File: src/rtl/dqft_pkg.sv
package dqft_pkg;
  localparam int unsigned CNT_W = 16;
  localparam int unsigned PRE_W = 8;

  typedef enum logic [1:0] {
    RLD_NONE  = 2'd0,
    RLD_START = 2'd1,
    RLD_WRITE = 2'd2,
    RLD_EXPIRE = 2'd3
  } reload_cause_e;

  // Cycles from a reload edge to the expiry edge for an interval value.
  function automatic longint unsigned expiry_cycles(input logic [CNT_W-1:0] ival,
                                                    input int unsigned pre_w);
    expiry_cycles = longint'(ival) << pre_w;
  endfunction

  // Next value of the down-counter for one prescaler tick.
  function automatic logic [CNT_W-1:0] count_step(input logic [CNT_W-1:0] cur);
    count_step = cur - {{(CNT_W-1){1'b0}}, 1'b1};
  endfunction

  // Last tick of an interval: the count is about to leave one.
  function automatic logic count_at_end(input logic [CNT_W-1:0] cur);
    count_at_end = (cur == {{(CNT_W-1){1'b0}}, 1'b1});
  endfunction
endpackage

File: src/rtl/dqft_cfg_reg.sv
module dqft_cfg_reg #(
  parameter int unsigned W = 16
) (
  input  logic         clk,
  input  logic         rst_n,
  input  logic         wr_en,
  input  logic [W-1:0] wr_data,
  input  logic         fifo_en,
  output logic [W-1:0] ival,
  output logic         ival_zero,
  output logic         illegal
);
  logic [W-1:0] ival_q;
  logic         illegal_q;

  assign ival      = ival_q;
  assign ival_zero = (ival_q == '0);
  assign illegal   = illegal_q;

  always_ff @(posedge clk) begin
    if (!rst_n) begin
      ival_q    <= '0;
      illegal_q <= 1'b0;
    end else begin
      if (wr_en) ival_q <= wr_data;
      if (fifo_en && ival_zero) illegal_q <= 1'b1;
    end
  end
endmodule

File: src/rtl/dqft_prescaler.sv
module dqft_prescaler #(
  parameter int unsigned PW = 8
) (
  input  logic clk,
  input  logic rst_n,
  input  logic run,
  input  logic clear,
  output logic tick
);
  localparam logic [PW-1:0] LAST = '1;
  logic [PW-1:0] pre_q;

  assign tick = run && (pre_q == LAST);

  always_ff @(posedge clk) begin
    if (!rst_n)            pre_q <= '0;
    else if (clear || !run) pre_q <= '0;
    else                   pre_q <= pre_q + {{(PW-1){1'b0}}, 1'b1};
  end
endmodule

File: src/rtl/dqft_downcounter.sv
module dqft_downcounter #(
  parameter int unsigned W = 16
) (
  input  logic         clk,
  input  logic         rst_n,
  input  logic         load,
  input  logic [W-1:0] load_val,
  input  logic         tick,
  output logic         at_end
);
  import dqft_pkg::*;
  logic [W-1:0] cnt_q;

  assign at_end = count_at_end(cnt_q);

  always_ff @(posedge clk) begin
    if (!rst_n)    cnt_q <= '0;
    else if (load) cnt_q <= load_val;
    else if (tick) cnt_q <= count_step(cnt_q);
  end
endmodule

File: src/rtl/dq_flush_timer.sv
module dq_flush_timer #(
  parameter int unsigned CNT_W = dqft_pkg::CNT_W,
  parameter int unsigned PRE_W = dqft_pkg::PRE_W
) (
  input  logic             clk,
  input  logic             rst_n,
  input  logic             cfg_wr_en,
  input  logic [CNT_W-1:0] cfg_wr_data,
  output logic [CNT_W-1:0] cfg_rd_data,
  input  logic             fifo_en,
  input  logic             dq_write,
  input  logic             fifo_not_empty,
  output logic             flush_req,
  output logic             cfg_illegal
);
  import dqft_pkg::*;

  logic [CNT_W-1:0] ival;
  logic             ival_zero;
  logic             active;
  logic             running_q;
  logic             start_evt;
  logic             write_evt;
  logic             tick_evt;
  logic             at_end;
  logic             expire_evt;
  logic             reload_evt;
  logic             flush_d;
  logic             flush_q;
  reload_cause_e    cause;

  dqft_cfg_reg #(.W(CNT_W)) u_cfg (
    .clk(clk), .rst_n(rst_n), .wr_en(cfg_wr_en), .wr_data(cfg_wr_data),
    .fifo_en(fifo_en), .ival(ival), .ival_zero(ival_zero), .illegal(cfg_illegal)
  );

  // The timer runs only with the FIFO enabled and a legal interval.
  assign active     = fifo_en && !ival_zero;
  assign start_evt  = active && !running_q;
  assign write_evt  = active && running_q && dq_write;
  assign expire_evt = active && running_q && tick_evt && at_end && !dq_write;
  assign reload_evt = start_evt || write_evt || expire_evt;
  assign flush_d    = expire_evt && fifo_not_empty;

  always_comb begin
    if (start_evt)       cause = RLD_START;
    else if (write_evt)  cause = RLD_WRITE;
    else if (expire_evt) cause = RLD_EXPIRE;
    else                 cause = RLD_NONE;
  end

  dqft_prescaler #(.PW(PRE_W)) u_pre (
    .clk(clk), .rst_n(rst_n), .run(active && running_q),
    .clear(reload_evt), .tick(tick_evt)
  );

  dqft_downcounter #(.W(CNT_W)) u_cnt (
    .clk(clk), .rst_n(rst_n), .load(reload_evt), .load_val(ival),
    .tick(tick_evt), .at_end(at_end)
  );

  always_ff @(posedge clk) begin
    if (!rst_n) begin
      running_q <= 1'b0;
      flush_q   <= 1'b0;
    end else begin
      running_q <= active;
      flush_q   <= flush_d;
    end
  end

  assign flush_req   = flush_q;
  assign cfg_rd_data = ival;
endmodule


File: config.mk
export PLATFORM = sky130hd
export DESIGN_NAME = dq_flush_timer
export DESIGN_NICKNAME = d
export VERILOG_FILES = /design/src/rtl/dqft_pkg.sv /design/src/rtl/dqft_cfg_reg.sv /design/src/rtl/dqft_prescaler.sv /design/src/rtl/dqft_downcounter.sv /design/src/rtl/dq_flush_timer.sv
export SDC_FILE = /design/constraint.sdc
export NUM_CORES = 1
export LEC_CHECK = 0
export ABC_CLOCK_PERIOD_IN_PS = 3700
export CAP_MARGIN = 20
export CORE_MARGIN = 8
export CORE_UTILIZATION = 41
export DETAILED_ROUTE_END_ITERATION = 8
export PLACE_DENSITY = 0.63
export REMOVE_ABC_BUFFERS = 1
export SLEW_MARGIN = 40
export SYNTH_ARGS = -nofsm -noshare
export SYNTH_HDL_FRONTEND = slang
export SYNTH_HIERARCHICAL = 1
export SYNTH_SLANG_ARGS = --single-unit
File: constraint.sdc
create_clock -name clk -period 3.7 [get_ports clk]
set_input_delay 0.37 -clock clk [delete_from_list [all_inputs] [get_ports clk]]
set_output_delay 0.37 -clock clk [all_outputs]
set_load 0.01 [all_outputs]
==> out/qor.yml <==
power:
  internal-power_w: 0.0007445
  comb_power_share_pct: 15.3
  power_w: 0.0009927
  p_switching_w: 0.0002481
  p_clk_share_pct: 32.8
  seq_power_share_pct: 51.9
  swShare_pct: 25.00
  p_per_area_nw_per_um2: 398.7
  irDropWorstVdd_v: 0.0002296
  leakage_nw: 0.9347
clock_tree:
  cts_buffers: 5
  clk_pin_slew_ns: 0.08
  postCtsHoldBufs: 0
  clk_latency_ns: 0.29
  cts_tree: "yes"
  post_cts_buffers: 0
  htreeDepth: 2
  clock_sinks: 43
  clockBufferDepth: 2
  root_buffer: "clkbuf_8"
  post_cts_resized: 0
yosys:
  ys_warn_count: 6
  synth_edf_count: 0
  synth-async-reset-ratio_pct: 0
  synth_top_flop_cell: "dfxtp_1"
  synthDistinctLibCells: 40
  ys_ff_latch: 43
  yosysTopAreaCell: "dfxtp_1"
  synth_area_leaders: "dfxtp_1, mux2i_1, nor2b_1"
  synth_cells: 205
  yosysTopAreaCellShare_pct: 44.10
  synthesis.area_um2: 1952
  synth_area_per_cell_um2: 9.521
  ys_seq_area_share_pct: 44.10
routing:
  drc: 0
  drtIter0Drc: 65
  via_count: 1565
  wl_per_cell_um: 14.50
  postRouteAntennaNets: 0
  drt-pass1-iter-count: 4
  routed_wl_mm: 4.364
  vias_per_cell: 5.199
worst_hold_path:
  hp-class: "flop to flop"
cells_and_area:
  area_growth_pct: 27.56
  diodes: 0
  stdcell_count: 301
  layout_common_cells: "dfxtp_1, clkdlybuf4s50_1, nor2b_1"
  final_cell_area_um2: 2490
  final_common_cell: "dfxtp_1"
  utilization_pct: 53.42
  drive_gt1_share_pct: 7.287
  nets: 271
setup_path:
  crit_required_ns: 3.88
  arrival_ns: 3.19
  start_kind: "flop"
  path_max_fanout: 8
  critPathCaptureType: "flop"
  critical_path_class: "flop to flop"
place:
  place_inst: 293
  postPlaceCellArea_um2: 2390
  io_buffers: 39
  gp_congestion: 0.7778
  dpl.hpwl_mm: 3.150
floorplan:
  core_um2: 4661
  num_io_pins: 40
  dieWidth_um: 85.00
  die-height_um: 85.00
  die-area_um2: 7224
  start_util_pct: 41.88
  rows: 25
flow_run:
  cap_violations: 0
sta:
  setup_violations: 0
  hold_viol_final: 0
  finClkSkew_ns: 0.008387
  rsz0062_at_grt: "false"
  relSlewSlack_pct: 67.89
  min_period_ns: 3.008
  fin_setup_tns_ns: 0
  max_freq_ghz: 0.3324
  slew_viol_final: 0
  fin_crit_sh_pct: 81.31
  worst_pin_slew_ns: 0.4817
status:
  outcome: "completed"
grt:
  grt_pass1_wl_mm: 7.445
  antenna_found_initial: 0
  grt_use_total_pct: 12.71
  grt_pass1_vias: 1559
  grt_overflow_total: 0
  grt_max_degree: 32
==> power by group through the flow <==
stage | clock network, W | registers, W | logic [W]
detailed placement | 0 | 0.000526 | 0.000152
global placement | 0 | 0.000525 | 0.000153
finish | 0.000326 | 0.000515 | 0.000151
floorplan | 0 | 0.000524 | 0.0000768
global route | 0.000355 | 0.000520 | 0.000167
CTS | 0.000336 | 0.000515 | 0.000153
==> registers in the layout (all words and copies together) (netlist names) <==
signal,flops
u_cfg/illegal,1
u_pre/pre_q,8
running_q,1
u_cfg/ival,16
u_cnt/cnt_q,16
flush_req,1
==> synth_stat cells (all sizes together) (2+ instances only) <==
cell type	count
xor2	6
buf	2
a21oi	14
nor2	7
o21ai	14
or3	7
mux2i	16
nand3	4
o211a	3
a31oi	2
nor3	5
clkbuf	7
nand4	2
nor2b	17
nand2	7
ha	3
and2	2
nand2b	3
dfxtp	43
or4	3
nor4	11
inv	5
xnor2	10
==> area by class of cell <==
class                           count  area [µm²]
Fill cell                         430        2171
Multi-Input combinational cell    147        1023
Sequential cell                    43       860.8
Timing Repair Buffer               43       415.4
Clock buffer                        8       100.1
Tap cell                           54       67.56
Inverter                            6       22.52
==> stage by stage <==
step | hold slack [ns] | worst slack [ns]
2_1_floorplan | 0.4288 | 0.5872
3_5_place_dp | 0.4496 | 0.5850
5_1_grt | 0.4903 | 0.5110
6_report | 0.4628 | 0.6916
3_3_place_gp | 0.4405 | 0.6418
4_1_cts | 0.4683 | 0.6677
==> path summary, 6_finish.rpt <==
check / depth (start not counted) / start / end / slack (ns)
max: 11 / u_cfg/ival[7] / u_cnt/cnt_q[13] / 0.69
min: 1 / u_pre/pre_q[0] / u_pre/pre_q[0] / 0.46
max reg2reg: 11 / u_cfg/ival[7] / u_cnt/cnt_q[13] / 0.69
min reg2reg: 1 / u_pre/pre_q[0] / u_pre/pre_q[0] / 0.46
==> logic make-up after synthesis <==
logic type,share of synthesized area [%]
AND/OR/NAND/NOR,23.65
flip-flops,44.10
AO/OA/AOI/OAI,11.48
XOR/XNOR,7.179
multiplexers,8.205
buffers and inverters,3.462
adder cells (fa/ha/maj),1.923
==> layer usage <==
layer	part of all wire, %	vias to the layer above	global-route usage [%]
li1	-	812	-
met1	49	723	15.77
met2	47	25	20.24
met3	2.9	5	3.571
met4	1.6	0	4.854
met5	0	-	0
==> critical path, stage by stage, from the launching register on <==
cell and delay [ns]:
dfxtp_1 0.41, nor4_1 0.07, and4_1 0.22, nand2b_4 0.16, nor2_1 0.15, nand3_1 0.09, nor3_1 0.13, buf_4 0.18
or4b_1 0.59, or3_1 0.41, o21a_1 0.19, o311a_1 0.28
Note: power is estimated with default switching activity, not from simulation.
